`src/rtl/pwr_seq_pkg.sv`:
```
`timescale 1ns/1ps
package pwr_seq_pkg;

  typedef enum logic [1:0] {
    PM_ACTIVE = 2'b00,
    PM_NAP    = 2'b01,
    PM_SLEEP  = 2'b10,
    PM_WAKE   = 2'b11
  } pm_e;

  typedef struct packed {
    logic ref_on;
    logic bias_on;
    logic rdy;
  } dom_t;

  // Domain enables that belong to each state
  function automatic dom_t domains_for(pm_e m);
    dom_t d;
    case (m)
      PM_ACTIVE: d = '{ref_on: 1'b1, bias_on: 1'b1, rdy: 1'b1};
      PM_NAP:    d = '{ref_on: 1'b1, bias_on: 1'b0, rdy: 1'b0};
      PM_SLEEP:  d = '{ref_on: 1'b0, bias_on: 1'b0, rdy: 1'b0};
      default:   d = '{ref_on: 1'b1, bias_on: 1'b1, rdy: 1'b0};
    endcase
    return d;
  endfunction

  // Depth of shutdown picked by the select input
  function automatic pm_e low_mode_for(logic sel_n);
    return sel_n ? PM_SLEEP : PM_NAP;
  endfunction

endpackage

```
`src/rtl/pwr_wake_timer.sv`:
```
`timescale 1ns/1ps
module pwr_wake_timer #(
  parameter int CW        = 8,
  parameter int RESET_VAL = 1
) (
  input  logic          clk,
  input  logic          rst_n,
  input  logic          load,
  input  logic [CW-1:0] load_val,
  input  logic          run,
  output logic          expire
);

  localparam logic [CW-1:0] RST_CNT = CW'(RESET_VAL);
  localparam logic [CW-1:0] ONE     = CW'(1);

  logic [CW-1:0] cnt_q;

  always_ff @(posedge clk or negedge rst_n) begin
    if (!rst_n)                   cnt_q <= RST_CNT;
    else if (load)                cnt_q <= load_val;
    else if (run && cnt_q != '0)  cnt_q <= cnt_q - ONE;
  end

  assign expire = run && (cnt_q == ONE);

endmodule

```
`src/rtl/pwr_next_state.sv`:
```
`timescale 1ns/1ps
module pwr_next_state
  import pwr_seq_pkg::*;
(
  input  pm_e  cur,
  input  logic shdn_n,
  input  logic cs_n,
  input  logic expire,
  output pm_e  nxt,
  output logic load
);

  always_comb begin
    nxt  = cur;
    load = 1'b0;
    if (!shdn_n) begin
      nxt = low_mode_for(cs_n);
    end else begin
      case (cur)
        PM_NAP, PM_SLEEP: begin
          nxt  = PM_WAKE;
          load = 1'b1;
        end
        PM_WAKE: if (expire) nxt = PM_ACTIVE;
        default: ;
      endcase
    end
  end

endmodule

```
`src/rtl/pwr_domain_drive.sv`:
```
`timescale 1ns/1ps
module pwr_domain_drive
  import pwr_seq_pkg::*;
(
  input  pm_e         cur,
  input  logic        start_req,
  output logic [1:0]  mode_code,
  output logic        ref_en,
  output logic        bias_en,
  output logic        ready,
  output logic        conv_start
);

  dom_t d;

  always_comb begin
    d          = domains_for(cur);
    mode_code  = cur;
    ref_en     = d.ref_on;
    bias_en    = d.bias_on;
    ready      = d.rdy;
    conv_start = start_req & d.rdy;
  end

endmodule

```
`src/rtl/pwr_seq_ctrl.sv`:
```
`timescale 1ns/1ps
module pwr_seq_ctrl
  import pwr_seq_pkg::*;
#(
  parameter int NAP_WAKE_CYC   = 10,
  parameter int SLEEP_WAKE_CYC = 8000000
) (
  input  logic       clk,
  input  logic       rst_n,
  input  logic       shdn_n,
  input  logic       cs_n,
  input  logic       start_req,
  output logic [1:0] pwr_mode,
  output logic       bias_en,
  output logic       ref_en,
  output logic       ready,
  output logic       conv_start
);

  localparam int CW = $clog2(SLEEP_WAKE_CYC + 1);

  function automatic logic [CW-1:0] wake_len(logic warm);
    return warm ? CW'(NAP_WAKE_CYC) : CW'(SLEEP_WAKE_CYC);
  endfunction

  pm_e  state_q, state_d;
  logic ref_warm_q;
  logic timer_load;
  logic timer_expire;
  logic wake_done;
  logic enter_sleep;

  pwr_wake_timer #(
    .CW        (CW),
    .RESET_VAL (SLEEP_WAKE_CYC)
  ) timer_i (
    .clk      (clk),
    .rst_n    (rst_n),
    .load     (timer_load),
    .load_val (wake_len(ref_warm_q)),
    .run      (state_q == PM_WAKE),
    .expire   (timer_expire)
  );

  pwr_next_state ns_i (
    .cur    (state_q),
    .shdn_n (shdn_n),
    .cs_n   (cs_n),
    .expire (timer_expire),
    .nxt    (state_d),
    .load   (timer_load)
  );

  assign wake_done   = (state_q == PM_WAKE) && (state_d == PM_ACTIVE);
  assign enter_sleep = (state_d == PM_SLEEP);

  always_ff @(posedge clk or negedge rst_n) begin
    if (!rst_n) begin
      state_q    <= PM_WAKE;
      ref_warm_q <= 1'b0;
    end else begin
      state_q <= state_d;
      if (enter_sleep)    ref_warm_q <= 1'b0;
      else if (wake_done) ref_warm_q <= 1'b1;
    end
  end

  pwr_domain_drive drv_i (
    .cur        (state_q),
    .start_req  (start_req),
    .mode_code  (pwr_mode),
    .ref_en     (ref_en),
    .bias_en    (bias_en),
    .ready      (ready),
    .conv_start (conv_start)
  );

endmodule

```
`config.mk`:
```
export PLATFORM = sky130hd
export DESIGN_NAME = pwr_seq_ctrl
export DESIGN_NICKNAME = d
export VERILOG_FILES = /design/src/rtl/pwr_seq_pkg.sv /design/src/rtl/pwr_wake_timer.sv /design/src/rtl/pwr_next_state.sv /design/src/rtl/pwr_domain_drive.sv /design/src/rtl/pwr_seq_ctrl.sv
export SDC_FILE = /design/constraint.sdc
export NUM_CORES = 1
export LEC_CHECK = 0
export BUFFER_PORTS_ARGS = -buffer_cell sky130_fd_sc_hd__buf_2
export CORE_MARGIN = 3
export CORE_UTILIZATION = 60
export DETAILED_ROUTE_END_ITERATION = 10
export PLACE_DENSITY = 0.85
export SETUP_SLACK_MARGIN = 0.1
export SYNTH_ARGS = -nofsm -noshare
export SYNTH_HDL_FRONTEND = slang
export SYNTH_SLANG_ARGS = --single-unit
```
`constraint.sdc`:
```
create_clock -name clk -period 2.38 [get_ports clk]
set_input_delay 0.476 -clock clk [delete_from_list [all_inputs] [get_ports clk]]
set_output_delay 0.476 -clock clk [all_outputs]
set_load 0.01 [all_outputs]
```
==> out/results.tsv <==
stage	metric	value	unit
worst_setup_path	cp_slowest_stage_delay	0.58	ns
cells_and_area	layout.nets	207	
synthesis	syn_nets	192	
synthesis	synth-xor-area-share	0.00522	
sta	fmaxAchievable	450	MHz
cells_and_area	drive_above_1_share	0.251	
hold_path	min_path_type	input port to async pin	
grt	grt_max_degree	27	
synthesis	synth_fa_ha_area_frac	0.0447	
synthesis	ys_ff_latch	26	
floorplanning	io_pins	11	
sta	rsz0062_at_grt	true	
synthesis	synth.area.mux_share	0.0119	
status	outcome	finished, final reports clean	
floorplanning	die_area	0.00347	mm2
synthesis	ys_warn_count	0	
sta	slew_headroom	0.634	
power_and_ir_drop	pwr_density_cell	1090	mW/mm2
cts	clkSinkCount	26	
grt	grt-ovfl-total	0	
sta	setup_viol	0	
cells_and_area	diodes	0	
cells_and_area	fin_util	0.716	
routing	drt_iter0_markers	117	
synthesis	synthCells	181	
sta	fin_ws	0.157	ns
sta	finalCritPeriodShare	0.934	
cells_and_area	fin_cells	225	
cells_and_area	synthToLayoutAreaGrowth	9.46	%
synthesis	synth_top_family_by_area	simple AND/OR/NAND/NOR gates	
synthesis	synth_edf_count	0	
synthesis	synth.distinct_cells	42	
cells_and_area	multi_input_area	940	um2
routing	dr.pass1.iters	4	
worst_setup_path	path_cells	or4_4 > nor3_4 > nand4_1 > buf_4 > or4_1 > a31oi_1	
grt	grt_usage	0.244	
synthesis	synthSimpleGateAreaFrac	0.314	
synthesis	synth-main-ff-cell	dfrtp_1	
grt	first_global_vias	1409	
cts	numCtsBuffers	3	
grt	grt_antenna_before_repair	0	
cts	cts_max_path_buffers	2	
synthesis	async_reset_ff_frac	1.00	
synthesis	syn-cell-area	0.00168	mm2
sta	min_period	2.22	ns
worst_setup_path	endpoint_kind	register	
routing	vias	1505	
cells_and_area	n_fill_cell	194	
cts	clk_latency	0.32	ns
synthesis	synth.avg_cell_area	9.28	um2
worst_setup_path	slowest_stage	or4_4	
cts	root_buffer	clkbuf_4	
sta	finalHoldViolations	0	
sta	tightest_slew	0.549	ns
synthesis	synth_compound_area_frac	0.177	
floorplanning	die_w	58.9	um
routing	routed_via_density	6.69	
job	maxCapViolations	0	
grt	grt_pass1_wl	6.49	mm
worst_setup_path	cp_data_required_time	2.63	ns
placed_design	dp_slack	0.183	ns
placed_design	post-dp-hpwl	2.77	mm
power_and_ir_drop	p_leak	0.000734	uW
power_and_ir_drop	p_total	2000	uW
cts	cts.reportedPaths.clkPinSlew	0.13	ns
worst_setup_path	crit_path_start_kind	register	
worst_setup_path	critical_path_class	register to register	
sta	skew	0.00432	ns
worst_setup_path	rrSetupSlack	0.16	ns
worst_setup_path	path_max_fanout	12	
worst_setup_path	reg2reg_from	timer_i.cnt_q[13]	
placed_design	dp_cells	219	
placed_design	port_buffers	10	
power_and_ir_drop	vdd_drop_max	0.984	mV
cts	cts_tree	done	
floorplanning	start_util	0.654	
routing	antenna_left	0	
sta	slew_viol_final	0	
sta	tns	0	ns
synthesis	ys_seq_area_frac	0.394	
floorplanning	die_h	58.9	um
floorplanning	core_area	0.00257	mm2
routing	avgRoutedWirePerCell	16.7	um
cells_and_area	regArea	662	um2
routing	remaining_drc_errors	0	
worst_setup_path	arrival	2.47	ns
placed_design	place.gp.congestion	0.880	
cts	htreeDepth	1	
routing	routed_wirelength	3.75	mm
worst_setup_path	r2r_end	timer_i.cnt_q[21]	
floorplanning	fp-row-count	18	
worst_setup_path	reg2regPathDepth	6	
-- cells in the final DEF, fill, tap and decap left out, types with 3 or more instances in the layout --
cell type   n
nand3_1     5
nand2_1     8
buf_4      11
ha_1        6
inv_1       8
nor4_1      5
dfrtp_1    17
a31oi_1    10
nor2_1      7
a21oi_1    11
o31ai_1    13
nor3_1      5
or2_2       3
clkbuf_4    3
nand4_1     3
dfstp_2     9
and2_1      3
nand2b_1    3
o21ai_0     5
or4_1      13
and3_1      5
buf_2      10
or3_1       5
-- sequential cells by signal, indices dropped and copies added, names as in the netlist --
register       cells
state_q            2
timer_i.cnt_q     23
ref_warm_q         1
-- routing by layer --
| metal | routed length (um) | GRT usage | up-vias |
|---|---|---|---|
| li1 | - | - | 732 |
| met1 | 1690 | 0.337 | 736 |
| met4 | 48 | 0.0874 | 0 |
| met2 | 1870 | 0.396 | 31 |
| met5 | 0 | 0 | - |
| met3 | 143 | 0.0263 | 6 |
-- worst max-delay path: cells and delay by family, from the launching register on --
family	cells	cell delay [ns]
compound gates	1	0.21
simple gates	4	1.35
flops	1	0.42
buf+inv	1	0.18
-- power breakdown --
group / switching (uW) / total (uW) / internal [uW]
Sequential: 159 / 793 / 635
Combinational: 582 / 992 / 410
Clock: 123 / 217 / 93.6
-- worst max-delay path by stage --
stage	startpoint	to	slack [ns]	cells after the start
global route	timer_i.cnt_q[13]	timer_i.cnt_q[21]	0.07	6
floorplan	timer_i.cnt_q[13]	timer_i.cnt_q[11]	0.33	6
CTS	timer_i.cnt_q[13]	timer_i.cnt_q[21]	0.16	6
global placement	timer_i.cnt_q[13]	timer_i.cnt_q[21]	0.26	6
detailed placement	timer_i.cnt_q[13]	timer_i.cnt_q[21]	0.18	6
finish	timer_i.cnt_q[13]	timer_i.cnt_q[21]	0.16	6
-- cells in the mapped netlist, types with 6 or more instances --
cell type	instances	area share
dfrtp_1	17	0.25
o31ai_1	13	0.058
or4_1	13	0.058
a21oi_1	11	0.033
a31oi_1	10	0.037
dfstp_2	9	0.14
inv_1	8	0.018
nand2_1	8	0.018
nand3_1	7	0.021
nor2_1	7	0.016
ha_1	6	0.045
-- cell type report --
class | instances | area share
multi-input combinational | 136 | 0.511
tap | 30 | 0.0204
timing repair buffer | 21 | 0.0722
sequential | 26 | 0.360
clock buffer | 4 | 0.0197
inverter | 8 | 0.0163
-- kinds of logic after synthesis --
family,count (synthesis)
and+or+nand+nor,82
AOI/OAI and AO/OA,45
DFF,26
buffers and inverters,19
adders and majority gates,6
muxes,2
xor gates and xnor gates,1
-- through the flow --
step	instance area [um2]	hold WS, ns
CTS	1810	0.128
detailed placement	1780	0.500
global placement	1780	0.495
floorplan	1680	0.180
global route	1840	0.136
finish	1840	0.123
-- timing repair --
item,4_1_cts,5_1_grt
endpoints found under the setup margin,0,4
gates resized for setup,0,2
hold buffers,0,0
buffers inserted,0,2
hold endpoints to repair,0,0
Note: power is estimated with default switching activity, not from simulation.
